<file path="config.mk">
export PLATFORM = sky130hd
export DESIGN_NAME = tft_sync_gen
export DESIGN_NICKNAME = d
export VERILOG_FILES = /design/src/rtl/tft_sync_pkg.sv /design/src/rtl/tsg_cfg_regs.sv /design/src/rtl/tsg_pclk_div.sv /design/src/rtl/tsg_phase_ctr.sv /design/src/rtl/tft_sync_gen.sv
export SDC_FILE = /design/constraint.sdc
export NUM_CORES = 1
export LEC_CHECK = 0
export ABC_AREA = 1
export BUFFER_PORTS_ARGS = -buffer_cell sky130_fd_sc_hd__buf_2
export CORE_MARGIN = 4
export CORE_UTILIZATION = 55
export DETAILED_ROUTE_END_ITERATION = 7
export PLACE_DENSITY = 0.74
export SETUP_SLACK_MARGIN = 0.4
export SYNTH_ARGS = -nofsm -noshare
export SYNTH_HDL_FRONTEND = slang
export SYNTH_HIERARCHICAL = 1
export SYNTH_SLANG_ARGS = --single-unit
</file>
<file path="constraint.sdc">
create_clock -name clk -period 3.9 [get_ports clk]
set_clock_uncertainty 0.15 [all_clocks]
set_input_delay 0.975 -clock clk [delete_from_list [all_inputs] [get_ports clk]]
set_output_delay 0.975 -clock clk [all_outputs]
set_load 0.01 [all_outputs]
</file>
<file path="src/rtl/tft_sync_pkg.sv">
package tft_sync_pkg;
  // field widths
  localparam int CLKV_W = 10;
  localparam int HSW_W  = 8;
  localparam int HBP_W  = 7;
  localparam int HFP_W  = 8;
  localparam int HACT_W = 11;
  localparam int VSW_W  = 6;
  localparam int VBP_W  = 8;
  localparam int VFP_W  = 8;
  localparam int VACT_W = 10;
  localparam int BUS_W  = 32;
  localparam int ADDR_W = 3;

  // configuration word indices
  localparam logic [ADDR_W-1:0] W_CTRL = 3'd0;
  localparam logic [ADDR_W-1:0] W_HTIM = 3'd1;
  localparam logic [ADDR_W-1:0] W_HACT = 3'd2;
  localparam logic [ADDR_W-1:0] W_VTIM = 3'd3;
  localparam logic [ADDR_W-1:0] W_VACT = 3'd4;

  // bit positions inside the words
  localparam int B_EDGE   = 16;
  localparam int B_INV_HS = 17;
  localparam int B_INV_VS = 18;
  localparam int B_INV_DE = 19;
  localparam int HFP_LSB  = 8;
  localparam int HBP_LSB  = 16;
  localparam int VBP_LSB  = 8;
  localparam int VFP_LSB  = 16;

  typedef enum logic [1:0] {
    PH_SYNC  = 2'b00,
    PH_BACK  = 2'b01,
    PH_ACT   = 2'b10,
    PH_FRONT = 2'b11
  } phase_e;

  typedef struct packed {
    logic [CLKV_W-1:0] clkval;
    logic              edge_rise;
    logic              inv_hs;
    logic              inv_vs;
    logic              inv_de;
    logic [HSW_W-1:0]  hsw;
    logic [HBP_W-1:0]  hbp;
    logic [HACT_W-1:0] hact;
    logic [HFP_W-1:0]  hfp;
    logic [VSW_W-1:0]  vsw;
    logic [VBP_W-1:0]  vbp;
    logic [VACT_W-1:0] vact;
    logic [VFP_W-1:0]  vfp;
  } tcfg_t;

  function automatic int max4(int a, int b, int c, int d);
    int m;
    m = a;
    if (b > m) m = b;
    if (c > m) m = c;
    if (d > m) m = d;
    return m;
  endfunction
endpackage

</file>
<file path="src/rtl/tsg_cfg_regs.sv">
module tsg_cfg_regs
  import tft_sync_pkg::*;
(
  input  logic              clk,
  input  logic              rst_n,
  input  logic              en,
  input  logic              frame_wrap,
  input  logic              we,
  input  logic [ADDR_W-1:0] addr,
  input  logic [BUS_W-1:0]  wdata,
  output tcfg_t             cfg_act,
  output tcfg_t             cfg_load
);
  tcfg_t shadow_q, shadow_d;
  tcfg_t act_q, act_d;
  logic  reload;
  logic  unused_wbits;

  assign unused_wbits = ^wdata;

  always_comb begin
    shadow_d = shadow_q;
    unique case (addr)
      W_CTRL: begin
        shadow_d.clkval    = wdata[CLKV_W-1:0];
        shadow_d.edge_rise = wdata[B_EDGE];
        shadow_d.inv_hs    = wdata[B_INV_HS];
        shadow_d.inv_vs    = wdata[B_INV_VS];
        shadow_d.inv_de    = wdata[B_INV_DE];
      end
      W_HTIM: begin
        shadow_d.hsw = wdata[HSW_W-1:0];
        shadow_d.hfp = wdata[HFP_LSB +: HFP_W];
        shadow_d.hbp = wdata[HBP_LSB +: HBP_W];
      end
      W_HACT: shadow_d.hact = wdata[HACT_W-1:0];
      W_VTIM: begin
        shadow_d.vsw = wdata[VSW_W-1:0];
        shadow_d.vbp = wdata[VBP_LSB +: VBP_W];
        shadow_d.vfp = wdata[VFP_LSB +: VFP_W];
      end
      W_VACT: shadow_d.vact = wdata[VACT_W-1:0];
      default: ;
    endcase
  end

  // working copy follows the shadow only between frames or while idle
  assign reload   = !en || frame_wrap;
  assign act_d    = reload ? shadow_q : act_q;
  assign cfg_load = act_d;
  assign cfg_act  = act_q;

  always_ff @(posedge clk or negedge rst_n) begin
    if (!rst_n) begin
      shadow_q <= '0;
    end else if (we) begin
      shadow_q <= shadow_d;
    end
  end

  always_ff @(posedge clk or negedge rst_n) begin
    if (!rst_n) begin
      act_q <= '0;
    end else if (reload) begin
      act_q <= act_d;
    end
  end
endmodule

</file>
<file path="src/rtl/tsg_pclk_div.sv">
module tsg_pclk_div #(
  parameter int DIV_W = 10
) (
  input  logic             clk,
  input  logic             rst_n,
  input  logic             en,
  input  logic [DIV_W-1:0] div_val,
  input  logic             edge_rise,
  output logic             pclk,
  output logic             tick
);
  logic [DIV_W-1:0] cnt_q, cnt_d, lim;
  logic             pclk_q, pclk_d;
  logic             hit;

  assign lim  = (div_val == '0) ? DIV_W'(1) : div_val;
  assign hit  = (cnt_q == lim);
  // advance on the transition leaving the sampling level
  assign tick = en && hit && (pclk_q == edge_rise);
  assign pclk = pclk_q;

  always_comb begin
    cnt_d  = cnt_q;
    pclk_d = pclk_q;
    if (!en) begin
      cnt_d  = '0;
      pclk_d = 1'b0;
    end else if (hit) begin
      cnt_d  = '0;
      pclk_d = ~pclk_q;
    end else begin
      cnt_d  = cnt_q + 1'b1;
    end
  end

  always_ff @(posedge clk or negedge rst_n) begin
    if (!rst_n) begin
      cnt_q  <= '0;
      pclk_q <= 1'b0;
    end else begin
      cnt_q  <= cnt_d;
      pclk_q <= pclk_d;
    end
  end
endmodule

</file>
<file path="src/rtl/tsg_phase_ctr.sv">
module tsg_phase_ctr
  import tft_sync_pkg::*;
#(
  parameter int CW = 11
) (
  input  logic          clk,
  input  logic          rst_n,
  input  logic          en,
  input  logic          step,
  input  logic [CW-1:0] len_sync,
  input  logic [CW-1:0] len_back,
  input  logic [CW-1:0] len_act,
  input  logic [CW-1:0] len_front,
  output phase_e        phase,
  output logic [CW-1:0] cnt,
  output logic          wrap
);
  phase_e        ph_q, ph_d;
  logic [CW-1:0] cnt_q, cnt_d;
  logic [1:0]    ph_inc;
  logic          last;

  assign last   = (cnt_q == '0);
  assign ph_inc = ph_q + 2'd1;
  assign wrap   = en && step && last && (ph_q == PH_FRONT);
  assign phase  = ph_q;
  assign cnt    = cnt_q;

  always_comb begin
    ph_d  = ph_q;
    cnt_d = cnt_q;
    if (!en) begin
      ph_d  = PH_SYNC;
      cnt_d = len_sync;
    end else if (step) begin
      if (last) begin
        ph_d = phase_e'(ph_inc);
        unique case (ph_d)
          PH_SYNC:  cnt_d = len_sync;
          PH_BACK:  cnt_d = len_back;
          PH_ACT:   cnt_d = len_act;
          PH_FRONT: cnt_d = len_front;
          default:  cnt_d = len_sync;
        endcase
      end else begin
        cnt_d = cnt_q - 1'b1;
      end
    end
  end

  always_ff @(posedge clk or negedge rst_n) begin
    if (!rst_n) begin
      ph_q  <= PH_SYNC;
      cnt_q <= '0;
    end else if (!en || step) begin
      ph_q  <= ph_d;
      cnt_q <= cnt_d;
    end
  end
endmodule

</file>
<file path="src/rtl/tft_sync_gen.sv">
module tft_sync_gen
  import tft_sync_pkg::*;
(
  input  logic              clk,
  input  logic              rst_n,
  input  logic              en,
  input  logic              cfg_we,
  input  logic [ADDR_W-1:0] cfg_addr,
  input  logic [BUS_W-1:0]  cfg_wdata,
  output logic              pclk_o,
  output logic              hsync_o,
  output logic              vsync_o,
  output logic              de_o,
  output logic [1:0]        hphase_o,
  output logic [1:0]        vphase_o,
  output logic [VACT_W-1:0] line_cnt_o,
  output logic [HACT_W-1:0] pix_x_o,
  output logic [VACT_W-1:0] pix_y_o
);
  localparam int HC_W = max4(HSW_W, HBP_W, HACT_W, HFP_W);
  localparam int VC_W = max4(VSW_W, VBP_W, VACT_W, VFP_W);

  tcfg_t         cfg_act, cfg_load;
  logic          tick, h_wrap, frame_wrap;
  phase_e        h_ph, v_ph;
  logic [HC_W-1:0] h_cnt;
  logic [VC_W-1:0] v_cnt;
  logic          run_q;
  logic          h_in_act, v_in_act, de_raw;
  logic          unused_cfg;

  tsg_cfg_regs u_cfg (
    .clk        (clk),
    .rst_n      (rst_n),
    .en         (en),
    .frame_wrap (frame_wrap),
    .we         (cfg_we),
    .addr       (cfg_addr),
    .wdata      (cfg_wdata),
    .cfg_act    (cfg_act),
    .cfg_load   (cfg_load)
  );

  tsg_pclk_div #(.DIV_W(CLKV_W)) u_div (
    .clk       (clk),
    .rst_n     (rst_n),
    .en        (en),
    .div_val   (cfg_act.clkval),
    .edge_rise (cfg_act.edge_rise),
    .pclk      (pclk_o),
    .tick      (tick)
  );

  tsg_phase_ctr #(.CW(HC_W)) u_hctr (
    .clk       (clk),
    .rst_n     (rst_n),
    .en        (en),
    .step      (tick),
    .len_sync  (HC_W'(cfg_load.hsw)),
    .len_back  (HC_W'(cfg_load.hbp)),
    .len_act   (HC_W'(cfg_load.hact)),
    .len_front (HC_W'(cfg_load.hfp)),
    .phase     (h_ph),
    .cnt       (h_cnt),
    .wrap      (h_wrap)
  );

  tsg_phase_ctr #(.CW(VC_W)) u_vctr (
    .clk       (clk),
    .rst_n     (rst_n),
    .en        (en),
    .step      (h_wrap),
    .len_sync  (VC_W'(cfg_load.vsw)),
    .len_back  (VC_W'(cfg_load.vbp)),
    .len_act   (VC_W'(cfg_load.vact)),
    .len_front (VC_W'(cfg_load.vfp)),
    .phase     (v_ph),
    .cnt       (v_cnt),
    .wrap      (frame_wrap)
  );

  always_ff @(posedge clk or negedge rst_n) begin
    if (!rst_n) run_q <= 1'b0;
    else        run_q <= en;
  end

  assign unused_cfg = ^{cfg_act.hsw, cfg_act.hbp, cfg_act.hfp, cfg_act.vsw,
                        cfg_act.vbp, cfg_act.vfp, cfg_load.clkval,
                        cfg_load.edge_rise, cfg_load.inv_hs, cfg_load.inv_vs,
                        cfg_load.inv_de};

  assign h_in_act = (h_ph == PH_ACT);
  assign v_in_act = (v_ph == PH_ACT);
  assign de_raw   = run_q && h_in_act && v_in_act;

  assign hsync_o  = (run_q && (h_ph == PH_SYNC)) ^ cfg_act.inv_hs;
  assign vsync_o  = (run_q && (v_ph == PH_SYNC)) ^ cfg_act.inv_vs;
  assign de_o     = de_raw ^ cfg_act.inv_de;
  assign hphase_o = h_ph;
  assign vphase_o = v_ph;

  assign line_cnt_o = v_in_act ? v_cnt[VACT_W-1:0] : '0;
  assign pix_x_o    = (h_in_act && v_in_act) ? (cfg_act.hact - h_cnt[HACT_W-1:0]) : '0;
  assign pix_y_o    = (h_in_act && v_in_act) ? (cfg_act.vact - v_cnt[VACT_W-1:0]) : '0;
endmodule

</file>
==> results.toml <==
[status]
outcome = "finished, final reports clean"

[floorplanning]
rows = 52
fp.dieW_um = 152
start_util_pct = 56.1
die_h_um = 152
ios = 78
dieArea_mm2 = 0.0231
core_area_mm2 = 0.0203

[routing]
antenna_left = 0
vias = 10252
drt_wl_total_mm = 31.0
drtIter0Drc = 1157
vias_per_cell = 5.36
drtPass1Iterations = 6
wl_per_cell_um = 16.2
route.detailed.drc = 0

[sta]
max_freq_mhz = 301
maxSlewHeadroom_pct = 43.1
rsz0062_at_grt = "yes"
tns_ns = 0
drv_slew = 0
min_period_over_period_pct = 85.3
min_period_ns = 3.33
layout_setup_ws_ns = 0.573
setup_viol = 0
holdWs_ns = 0.306
finalHoldViolCount = 0
worst_pin_slew_ns = 0.853

[worst_setup_path]
path_depth = 9
critPathLaunchType = "flop"
arrival_ns = 2.20
cpLargestDelayFamily = "adder cells"
slowest_stage = "dfrtp_1"
path_max_fanout = 4
path_class = "reg -> out"
crit_chain = "ha_1, fa_1, inv_1, nand3_1, nand3_2, nand2_1, a21oi_1, nor2_1, buf_2"
crit_path_max_incr_delay_ns = 0.43
crit_end = "pix_x_o[8]"
r2r-start = "u_cfg/cfg_act[77]"
cp.required_ns = 2.77
reg2reg_to = "u_vctr/cnt[0]"
end_kind = "primary output"
reg2regPathDepth = 20
r2r_slack_ns = 0.58
crit_buf_inv = 2
crit_start = "u_hctr/cnt[0]"

[finish]
final_cells = 1913
drive_gt1_share_pct = 12.8
fin_area_mm2 = 0.0128
fin_util_pct = 62.9
final_common_cell = "nand2_1"
fillers = 1878
antenna_cells = 0
final_cell_mix = "nand2_1 (659), nand3_1 (200), dfrtp_1 (197)"
area_delta_synth_final_pct = 12.0
nets = 1704

[place]
dpl.hpwl_mm = 20.9
port-buffer-count = 69
place_ws_ns = 0.214
place.gp.congestion = 0.901
placed_area_mm2 = 0.0119
dp.cells = 1875

[cts]
clock_path_buffers = 2
h-tree-depth = 4
numCtsBuffers = 17
clockRootBuffer = "clkbuf_16"
cts_num_sinks = 197
clkLatencyLatePin_ns = 0.44
cts.clk_slew.worst_paths_ns = 0.08
cts_tree = "done"

[pwr]
total_power_mw = 6.06
p_seq_share_pct = 43.2
peakVddDrop_v = 0.000338
internal-power_mw = 3.85
power_density_mw_per_mm2 = 475
power_frac_comb_pct = 27.8
switchingPower_mw = 2.21
switching_share_pct = 36.4
power_leakage_nw = 7.19
pwr-share-clk_pct = 29.0

[grt]
grt_use_total_pct = 26.0
grt_max_degree = 101
first_global_vias = 9441
antenna_found_initial = 1
grt_pass1_wl_mm = 49.0
grt_overflow_total = 0

[run]
maxCapViolations = 0

[synthesis]
synth_cells = 1565
syn_area_mm2 = 0.0114
yosys_warnings = 6
avgSynthCellArea_um2 = 7.28

[min_path]
hold_class = "in -> async"
==> state kept, by name, indices dropped and copies added (netlist names) <==
register and flops:
u_div/pclk 1, u_div/cnt_q 10, u_cfg/cfg_act 80, u_vctr/phase 2, u_cfg/shadow_q 80, u_hctr/phase 2, u_hctr/cnt 11, u_vctr/cnt 10
run_q 1
==> cell type report <==
cell class / instances / area (um^2) / share of cell area [%]
Clock buffer: 18 / 439 / 3.44
Clock inverter: 14 / 154 / 1.21
Inverter: 152 / 576 / 4.51
Multi-Input combinational cell: 1174 / 5700 / 44.6
Sequential cell: 197 / 4930 / 38.6
Tap cell: 270 / 338 / 2.65
Timing Repair Buffer: 88 / 629 / 4.93
==> timing repair <==
action	4_1_cts	5_1_grt
resized for setup	3	21
pin swaps	0	5
endpoints found under the hold margin	0	0
buffers inserted	0	2
endpoints found under the setup margin	15	24
hold buffers	0	0
cloned	1	3
==> per-layer routing <==
metal,GRT usage [%],vias to the layer above,routed length [um]
met4,8.39,2,771
met3,5.69,57,2790
met1,39.1,4743,14000
met5,0,-,7
met2,37.5,426,13400
li1,-,5024,-
==> how the worst min path moves through the flow <==
| stage | from | endpoint | cells after the start |
|---|---|---|---|
| 2_1_floorplan | u_cfg/shadow_q[66] | u_cfg/cfg_act[66] | 2 |
| 3_3_place_gp | u_cfg/shadow_q[72] | u_cfg/cfg_act[72] | 2 |
| 3_5_place_dp | u_cfg/shadow_q[72] | u_cfg/cfg_act[72] | 2 |
| 4_1_cts | rst_n | u_cfg/cfg_act[47] | 1 |
| 5_1_grt | rst_n | u_cfg/cfg_act[47] | 1 |
| 6_report | rst_n | u_cfg/cfg_act[47] | 1 |
==> power by group through the flow <==
stage	clock [mW]	combinational, mW	sequential, mW
5_1_grt	1.86	1.92	2.65
3_5_place_dp	0	1.62	2.65
4_1_cts	1.78	1.64	2.61
3_3_place_gp	0	1.58	2.64
2_1_floorplan	0	1.25	2.58
6_report	1.76	1.69	2.62
No activity file was read; power rests on OpenSTA's default activity.
